==> config.mk <==
export PLATFORM = sky130hd
export DESIGN_NAME = oc_channel
export DESIGN_NICKNAME = d
export VERILOG_FILES = /design/src/rtl/oc_pkg.sv /design/src/rtl/oc_ctl_reg.sv /design/src/rtl/oc_cmp_store.sv /design/src/rtl/oc_level_eval.sv /design/src/rtl/oc_channel.sv
export SDC_FILE = /design/constraint.sdc
export NUM_CORES = 1
export LEC_CHECK = 0
export ABC_AREA = 1
export CAP_MARGIN = 20
export CORE_MARGIN = 2
export CORE_UTILIZATION = 51
export DETAILED_ROUTE_END_ITERATION = 10
export PLACE_DENSITY = 0.8
export SYNTH_ARGS = -nofsm -noshare
export SYNTH_HDL_FRONTEND = slang
export SYNTH_SLANG_ARGS = --single-unit
==> constraint.sdc <==
create_clock -name clk -period 2.9 [get_ports clk]
set_clock_uncertainty 0.15 [all_clocks]
set_input_delay 0.58 -clock clk [delete_from_list [all_inputs] [get_ports clk]]
set_output_delay 0.58 -clock clk [all_outputs]
set_load 0.1 [all_outputs]
==> src/rtl/oc_pkg.sv <==
package oc_pkg;

    localparam int CTL_W = 8;

    typedef enum logic [2:0] {
        OCM_FROZEN      = 3'd0,
        OCM_SET_ON_HIT  = 3'd1,
        OCM_CLR_ON_HIT  = 3'd2,
        OCM_FLIP_ON_HIT = 3'd3,
        OCM_FORCE_LO    = 3'd4,
        OCM_FORCE_HI    = 3'd5,
        OCM_PWM_A       = 3'd6,
        OCM_PWM_B       = 3'd7
    } oc_mode_e;

    // Packed order fixes the bit positions: clr_en=7, mode=6:4, preload=3, fast=2, sel=1:0
    typedef struct packed {
        logic     clr_en;
        oc_mode_e mode;
        logic     preload;
        logic     fast;
        logic [1:0] sel;
    } oc_ctl_t;

    typedef enum logic [1:0] {
        LEVEL_LOW    = 2'd0,
        LEVEL_HIGH   = 2'd1,
        HELD_CLEARED = 2'd2
    } oc_state_e;

endpackage

==> src/rtl/oc_ctl_reg.sv <==
module oc_ctl_reg
    import oc_pkg::*;
(
    input  logic             clk,
    input  logic             rst_n,
    input  logic             wr_en,
    input  logic [CTL_W-1:0] wr_data,
    output oc_ctl_t          ctl
);

    always_ff @(posedge clk or negedge rst_n) begin
        if (!rst_n) begin
            ctl <= oc_ctl_t'('0);
        end else if (wr_en) begin
            ctl <= oc_ctl_t'(wr_data);
        end
    end

    // a written byte is visible on the next edge
    p_ctl_load_r2: assert property (@(posedge clk) disable iff (!rst_n)
        wr_en |=> (ctl == oc_ctl_t'($past(wr_data))));

endmodule

==> src/rtl/oc_cmp_store.sv <==
module oc_cmp_store #(
    parameter int CNT_W = 16
) (
    input  logic             clk,
    input  logic             rst_n,
    input  logic             preload,
    input  logic             upd,
    input  logic             wr_en,
    input  logic [CNT_W-1:0] wr_data,
    output logic [CNT_W-1:0] active
);

    logic [CNT_W-1:0] shadow_q;

    always_ff @(posedge clk or negedge rst_n) begin
        if (!rst_n) begin
            shadow_q <= '0;
        end else if (wr_en) begin
            shadow_q <= wr_data;
        end
    end

    always_ff @(posedge clk or negedge rst_n) begin
        if (!rst_n) begin
            active <= '0;
        end else if (!preload && wr_en) begin
            active <= wr_data;
        end else if (preload && upd) begin
            active <= shadow_q;
        end
    end

    // direct write lands in the active value next edge
    p_direct_write_r10: assert property (@(posedge clk) disable iff (!rst_n)
        (!preload && wr_en) |=> (active == $past(wr_data)));

    // under preload the active value moves only on update events
    p_shadow_hold_r11: assert property (@(posedge clk) disable iff (!rst_n)
        (preload && !upd) |=> $stable(active));

endmodule

==> src/rtl/oc_level_eval.sv <==
module oc_level_eval
    import oc_pkg::*;
#(
    parameter int CNT_W = 16
) (
    input  oc_mode_e         mode,
    input  logic             cnt_down,
    input  logic [CNT_W-1:0] cnt,
    input  logic [CNT_W-1:0] cmp,
    input  logic             cur_high,
    output logic             nxt_high,
    output logic             hit
);

    logic below;
    logic above;
    logic pwm_lvl;

    assign hit   = (cnt == cmp);
    assign below = (cnt < cmp);
    assign above = (cnt > cmp);

    // Up: high while below. Down: low while above, so the equal point is high.
    assign pwm_lvl = cnt_down ? !above : below;

    always_comb begin
        nxt_high = cur_high;
        unique case (mode)
            OCM_FROZEN:      nxt_high = cur_high;
            OCM_SET_ON_HIT:  nxt_high = hit ? 1'b1 : cur_high;
            OCM_CLR_ON_HIT:  nxt_high = hit ? 1'b0 : cur_high;
            OCM_FLIP_ON_HIT: nxt_high = hit ? !cur_high : cur_high;
            OCM_FORCE_LO:    nxt_high = 1'b0;
            OCM_FORCE_HI:    nxt_high = 1'b1;
            OCM_PWM_A:       nxt_high = pwm_lvl;
            OCM_PWM_B:       nxt_high = !pwm_lvl;
            default:         nxt_high = cur_high;
        endcase
    end

endmodule

==> src/rtl/oc_channel.sv <==
module oc_channel
    import oc_pkg::*;
#(
    parameter int CNT_W = 16
) (
    input  logic             clk,
    input  logic             rst_n,
    input  logic [CNT_W-1:0] cnt_val,
    input  logic             cnt_down,
    input  logic             upd_evt,
    input  logic             cmp_wr_en,
    input  logic [CNT_W-1:0] cmp_wr_data,
    input  logic             ctl_wr_en,
    input  logic [7:0]       ctl_wr_data,
    input  logic             ext_clr,
    output logic             ref_out,
    output logic             match_out
);

    oc_ctl_t          ctl;
    logic [CNT_W-1:0] active_cmp;
    oc_state_e        state_q;
    oc_state_e        state_d;
    logic             eval_high;
    logic             hit;
    logic             clr_req;
    logic             parked;

    oc_ctl_reg i_ctl (
        .clk     (clk),
        .rst_n   (rst_n),
        .wr_en   (ctl_wr_en),
        .wr_data (ctl_wr_data),
        .ctl     (ctl)
    );

    oc_cmp_store #(.CNT_W(CNT_W)) i_cmp (
        .clk     (clk),
        .rst_n   (rst_n),
        .preload (ctl.preload),
        .upd     (upd_evt),
        .wr_en   (cmp_wr_en),
        .wr_data (cmp_wr_data),
        .active  (active_cmp)
    );

    oc_level_eval #(.CNT_W(CNT_W)) i_eval (
        .mode     (ctl.mode),
        .cnt_down (cnt_down),
        .cnt      (cnt_val),
        .cmp      (active_cmp),
        .cur_high (state_q == LEVEL_HIGH),
        .nxt_high (eval_high),
        .hit      (hit)
    );

    assign clr_req = ctl.clr_en && ext_clr;
    assign parked  = (ctl.sel != 2'd0);

    // Next-state logic: clamp, release, park, rise, fall
    always_comb begin
        state_d = state_q;
        unique case (state_q)
            HELD_CLEARED: begin
                if (clr_req)      state_d = HELD_CLEARED;
                else if (upd_evt) state_d = LEVEL_LOW;    // release
                else              state_d = HELD_CLEARED;
            end
            LEVEL_LOW, LEVEL_HIGH: begin
                if (clr_req)        state_d = HELD_CLEARED;  // clamp
                else if (parked)    state_d = LEVEL_LOW;     // park
                else if (eval_high) state_d = LEVEL_HIGH;    // rise / stay
                else                state_d = LEVEL_LOW;     // fall / stay
            end
            default: state_d = LEVEL_LOW;
        endcase
    end

    // State register
    always_ff @(posedge clk or negedge rst_n) begin
        if (!rst_n) state_q <= LEVEL_LOW;
        else        state_q <= state_d;
    end

    // Output register
    always_ff @(posedge clk or negedge rst_n) begin
        if (!rst_n) begin
            ref_out   <= 1'b0;
            match_out <= 1'b0;
        end else begin
            ref_out   <= (state_d == LEVEL_HIGH);
            match_out <= hit;
        end
    end

    // flag follows equality at the previous edge
    p_match_set_r3: assert property (@(posedge clk) disable iff (!rst_n)
        (cnt_val == active_cmp) |=> match_out);
    p_match_clr_r3: assert property (@(posedge clk) disable iff (!rst_n)
        (cnt_val != active_cmp) |=> !match_out);

    // frozen keeps the level
    p_frozen_hold_r4: assert property (@(posedge clk) disable iff (!rst_n)
        (ctl.mode == OCM_FROZEN && !parked && !clr_req && state_q != HELD_CLEARED)
        |=> $stable(ref_out));

    // forced low
    p_force_low_r7: assert property (@(posedge clk) disable iff (!rst_n)
        (ctl.mode == OCM_FORCE_LO) |=> !ref_out);

    // clear request pulls low
    p_clear_low_r12: assert property (@(posedge clk) disable iff (!rst_n)
        clr_req |=> !ref_out);

    // held until an update event
    p_held_stays_r12: assert property (@(posedge clk) disable iff (!rst_n)
        (state_q == HELD_CLEARED && !upd_evt) |=> (state_q == HELD_CLEARED));

    // non-zero selection parks low
    p_sel_low_r13: assert property (@(posedge clk) disable iff (!rst_n)
        parked |=> !ref_out);

endmodule

==> results_dict.tcl, run 1 <==
set metrics [dict create \
    status "complete, no violations" \
    hold_slack_ns 0.362 \
    post-route-period-util 0.952 \
    p_sw_frac 0.307 \
    yosysSeqAreaShare 0.470 \
    antenna_found_initial 0 \
    postLayoutCellArea_um2 3020 \
    rsz0062_at_grt "no" \
    synth.largest_area_cell "dfrtp_1" \
    die_x_um 71.0 \
    clk_latency_ns 0.29 \
    syn-cell-area_um2 2290 \
    p_int_mw 1.05 \
    cp-start-kind "input port" \
    yosysUniqueCellTypes 22 \
    io_pins 49 \
    r2r_cells 14 \
    layout_setup_ws_ns 0.138 \
    worstMarginPinSlew_ns 0.485 \
    drtIter0Drc 134 \
    place.gp.congestion 0.770 \
    grt_max_degree 44 \
    synth_top_area_share 0.470 \
    final_common_cell "dfrtp_1" \
    yosys_register_bits 43 \
    crit_type "input port to flip-flop" \
    routedWlPerCell_um 13.8 \
    whs_path_depth 1 \
    grt_pass1_vias 1878 \
    dp_hpwl_um 3470 \
    cts_buffers 5 \
    p_comb_frac 0.297 \
    final-setup-viol-count 0 \
    ant_nets 0 \
    p_leak_nw 1.43 \
    synth_cells 255 \
    cts.path.max_buffers 2 \
    dr.pass1.iters 4 \
    num_vias 1909 \
    cts_tree "yes" \
    crit_fanout 2 \
    period_minus_slack_ns 2.76 \
    row_count 24 \
    port_buffers 47 \
    place_area_um2 2840 \
    place_ws_ns -0.234 \
    dp.cells 353 \
    power_density_nw_per_um2 501 \
    power_switching_mw 0.463 \
    clkPwrFrac 0.231 \
    finalHoldViolations 0 \
    cp_data_arrival_time_ns 2.80 \
    timing.slew.headroom 0.676 \
    drc 0 \
    yosys_warnings 0 \
    wirelength_um 5010 \
    finalMaxSlewViolations 0 \
    core_area_um2 4350 \
    layout_common_cells "dfrtp_1 (43), clkdlybuf4s50_1 (42), inv_1 (40), nand2_1 (36), o21ai_0 (33)" \
    final_util 0.693 \
    avgSynthCellArea_um2 8.98 \
    peakVddDrop_v 0.000286 \
    ctsRootBufferMaster "clkbuf_8" \
    die_y_um 71.0 \
    avgViaCountPerCell 5.26 \
    cts.clk_slew.worst_paths_ns 0.08 \
    required_ns 2.94 \
    syn-num-nets 320 \
    drive_gt1_frac 0.148 \
    ctsHtreeMaxLevel 2 \
    gr-total-overflow 0 \
    diodes 0 \
    nNetsFinal 377 \
    dieArea_um2 5040 \
    grt_use_total 0.213 \
    area_growth_pct 31.7 \
    synth_area_leaders "dfrtp_1 (47%), ha_1 (9.8%), o21ai_0 (7.2%)" \
    stdcell_count 363 \
    grt_pass1_wl_um 8420 \
    initial_core_util 0.526 \
    fmax_ghz 0.362 \
    cap_violations 0 \
    end_kind "flip-flop" \
    hp-class "flip-flop to flip-flop" \
    clock-sinks 43 \
    p_seq_frac 0.471 \
]
cells in the mapped netlist (all sizes together):
cell type / instances
dfrtp: 43
inv: 40
nand2: 40
o21ai: 34
a21oi: 20
ha: 18
mux2: 14
o22ai: 12
nand3: 9
clkbuf: 6
nor2: 6
buf: 5
nor3: 4
a311oi: 1
clkinv: 1
nand4: 1
nor4: 1
routing by layer:
layer / global-route usage / share of wire / vias up / routed length [µm]
li1: - / - / 959 / -
met1: 0.276 / 0.44 / 901 / 2220
met2: 0.356 / 0.50 / 40 / 2500
met3: 0.0541 / 0.043 / 9 / 213
met4: 0.0629 / 0.015 / 0 / 77
met5: 0 / 0 / - / 0
timing repair:
item | CTS | global route
endpoints found under the setup margin | 0 | 2
hold endpoints to repair | 0 | 1
hold buffers | 0 | 1
buffers inserted | 0 | 2
gates resized for setup | 0 | 8
stage by stage:
stage / power, mW / setup TNS (ns)
after CTS: 1.50 / 0
final: 1.51 / 0
after global routing: 1.61 / 0
after floorplan: 0.980 / 0
after global placement: 1.12 / -0.327
after detailed placement: 1.14 / -0.459
final cells by class:
cell class / count / area (µm²)
Clock buffer: 6 / 72.6
Fill cell: 320 / 1340
Inverter: 41 / 154
Multi-Input combinational cell: 160 / 1060
Sequential cell: 43 / 1080
Tap cell: 52 / 65.1
Timing Repair Buffer: 61 / 586
power groups by stage:
stage | combinational (mW) | sequential (mW) | clock, mW
4_1_cts | 0.428 | 0.711 | 0.357
6_report | 0.449 | 0.711 | 0.349
3_3_place_gp | 0.404 | 0.718 | 0
2_1_floorplan | 0.259 | 0.721 | 0
5_1_grt | 0.510 | 0.722 | 0.383
3_5_place_dp | 0.422 | 0.723 | 0
path summary, 6_finish.rpt:
| check | endpoint | slack [ns] | startpoint |
|---|---|---|---|
| min | i_ctl.ctl[7] | 0.36 | i_ctl.ctl[7] |
| max in group asynchronous | state_q[1] | 1.72 | rst_n |
| max reg2reg | state_q[0] | 0.45 | i_cmp.active[13] |
| max | state_q[0] | 0.14 | cnt_val[13] |
| min in group asynchronous | i_cmp.active[7] | 0.46 | rst_n |
| min reg2reg | i_ctl.ctl[7] | 0.36 | i_ctl.ctl[7] |
critical path, cell delays in order:
cell,delay [ns]
clkdlybuf4s50_1,0.41
ha_1,0.29
nand2_1,0.06
nor2_2,0.13
nand2_2,0.11
nor4_4,0.24
inv_1,0.13
ha_1,0.21
nand3_1,0.09
a21oi_1,0.08
a311oi_1,0.24
nand3_1,0.10
nand2_1,0.09
inv_1,0.04
cell families after synthesis:
kind of cell,count (synthesis),share of synthesized area
simple gates,61,0.120
flops,43,0.470
compound gates,67,0.155
buf+inv,52,0.0885
mux,14,0.0689
fa+ha+maj,18,0.0984
registers in the layout (all words and copies together), names as in the netlist:
signal and flops:
i_cmp.active 16, i_cmp.shadow_q 16, i_ctl.ctl 7, state_q 2, match_out 1, ref_out 1
No activity file was read; power rests on OpenSTA's default activity.
==> inputs of run 2 (changes only) <==
- CORE_MARGIN: 2 -> 8
==> run 2 against run 1 <==
Highest routed layer unchanged; cell area is 0.54% higher; core utilization increased by 0.37 points; sequential share of layout area shrank 0.19 points; total power grew 0.77%; largest cell class is now multi-input combinational cells; first-iteration DRC count fell by 2.2%; worst setup slack got worse by 0.033 ns; maximum frequency shrank 1.2%; wire length up 4.4%.
==> results_dict.tcl, run 2 (same netlist as run 1, synthesis figures left out) <==
set metrics [dict create \
    hold_slack_ns 0.0856 \
    core_area_um2 4350 \
    cp_slowest_stage_delay_ns 0.42 \
    finalHoldViolations 0 \
    layout_setup_ws_ns 0.105 \
    r2r_cells 14 \
    final-setup-viol-count 0 \
    slowest_stage "clkdlybuf4s50_1" \
    io_pins 49 \
    end_kind "flip-flop" \
    final_util 0.696 \
    reg_top3 "i_cmp.active x16, i_cmp.shadow_q x16, i_ctl.ctl x7" \
    clock-sinks 43 \
    cp-start-kind "input port" \
    postLayoutCellArea_um2 3030 \
    cts_tree "yes" \
    cap_violations 0 \
    layout_common_cells "dfrtp_1 (43), inv_1 (40), clkdlybuf4s50_1 (40), nand2_1 (35), o21ai_0 (33)" \
    grt_pass1_wl_um 8600 \
    period_minus_slack_ns 2.79 \
    drive_gt1_frac 0.162 \
    place_area_um2 2840 \
    dr.pass1.iters 5 \
    path_buf_inv 3 \
    crit_chain "clkdlybuf4s50_1 -> ha_1 -> nand2_2 -> nor2_4 -> nand2_2 -> nor4_4 -> inv_1 -> ha_1 -> nand3_2 -> a21oi_2 -> a311oi_1 -> nand3_1 -> nand2_1 -> inv_1" \
    clk_latency_ns 0.29 \
    ctsHtreeMaxLevel 2 \
    finalMaxSlewViolations 0 \
    crit_fanout 2 \
    ant_nets 0 \
    port_buffers 47 \
    hold_buffers 0 \
    rsz0062_at_grt "no" \
    die_y_um 83.0 \
    final_common_cell "dfrtp_1" \
    avgViaCountPerCell 5.34 \
    row_count 24 \
    p_total_mw 1.52 \
    crit_cells 14 \
    hp-class "input port to asynchronous set/reset pin" \
    worstMarginPinSlew_ns 0.498 \
    num_vias 1928 \
    routedWlPerCell_um 14.5 \
    power_density_nw_per_um2 502 \
    cts.path.max_buffers 2 \
    dp_hpwl_um 3810 \
    p_leak_nw 1.44 \
    post-route-period-util 0.964 \
    place.gp.congestion 0.756 \
    dieArea_um2 6890 \
    diodes 0 \
    required_ns 2.94 \
    gr-total-overflow 0 \
    drtIter0Drc 131 \
    wirelength_um 5230 \
    cts.clk_slew.worst_paths_ns 0.08 \
    crit_type "input port to flip-flop" \
    peakVddDrop_v 0.000394 \
    grt_use_total 0.148 \
    antenna_found_initial 0 \
    grt_max_degree 33 \
    status "complete, no violations" \
    cp_data_arrival_time_ns 2.84 \
    area_growth_pct 32.4 \
    crit_family "simple AND/OR/NAND/NOR gates" \
    nNetsFinal 375 \
    grt_pass1_vias 1954 \
    die_x_um 83.0 \
    ctsRootBufferMaster "clkbuf_8" \
    drc 0 \
    timing.slew.headroom 0.668 \
    initial_core_util 0.526 \
    fmax_ghz 0.358 \
    place_ws_ns -0.276 \
    cts_buffers 5 \
]
-- run 2: path summary, 6_finish.rpt --
kind	from	to	slack, ns
worst max-delay path	cnt_val[14]	state_q[0]	0.11
worst min-delay path	rst_n	i_cmp.active[9]	0.09
worst max register to register	i_cmp.active[13]	state_q[0]	0.41
worst min register to register	i_cmp.shadow_q[4]	i_cmp.shadow_q[4]	0.36
max in group asynchronous	rst_n	state_q[1]	1.82
min in group clk	i_cmp.shadow_q[4]	i_cmp.shadow_q[4]	0.36
-- run 2: through the flow --
step,cells,setup TNS [ns]
final,361,0
after global routing,361,0
after CTS,359,0
after detailed placement,353,-0.550
after global placement,353,-0.332
after floorplan,255,0
-- run 2: worst reg2reg max path, stage by stage, from the launching register on --
cell      delay [ns]
dfrtp_1         0.32
inv_1           0.08
ha_4            0.27
nand2_1         0.08
nor2_4          0.12
nand2_2         0.09
nor4_4          0.23
inv_1           0.10
ha_1            0.29
nand3_2         0.09
a21oi_2         0.06
a311oi_1        0.24
nand3_1         0.11
nand2_1         0.11
inv_1           0.04
-- run 2: power by group --
part / switching [mW] / internal (mW)
registers: 0.0328 / 0.679
logic: 0.245 / 0.214
clock network: 0.191 / 0.161
total: 0.468 / 1.05
-- run 2: per-layer routing --
layer  up-vias  GRT usage  routed length [µm]
met1       905      0.176                2250
met4         0     0.0527                  59
met3         8     0.0430                 316
li1        956          -                   -
met5         -          0                   0
met2        59      0.247                2610
-- run 2: cell type report --
type,count,area (µm²)
fillers,333,1320
multi-input cells,160,1100
flip-flops and latches,43,1080
repair buffers,59,561
inverters,41,154
clock buffers,6,72.6
well taps,52,65.1
-- run 2: repair_timing --
item	4_1_cts	5_1_grt
gates resized for setup	0	16
setup endpoints to repair	0	2
setup buffers	0	2
hold endpoints to repair	0	0
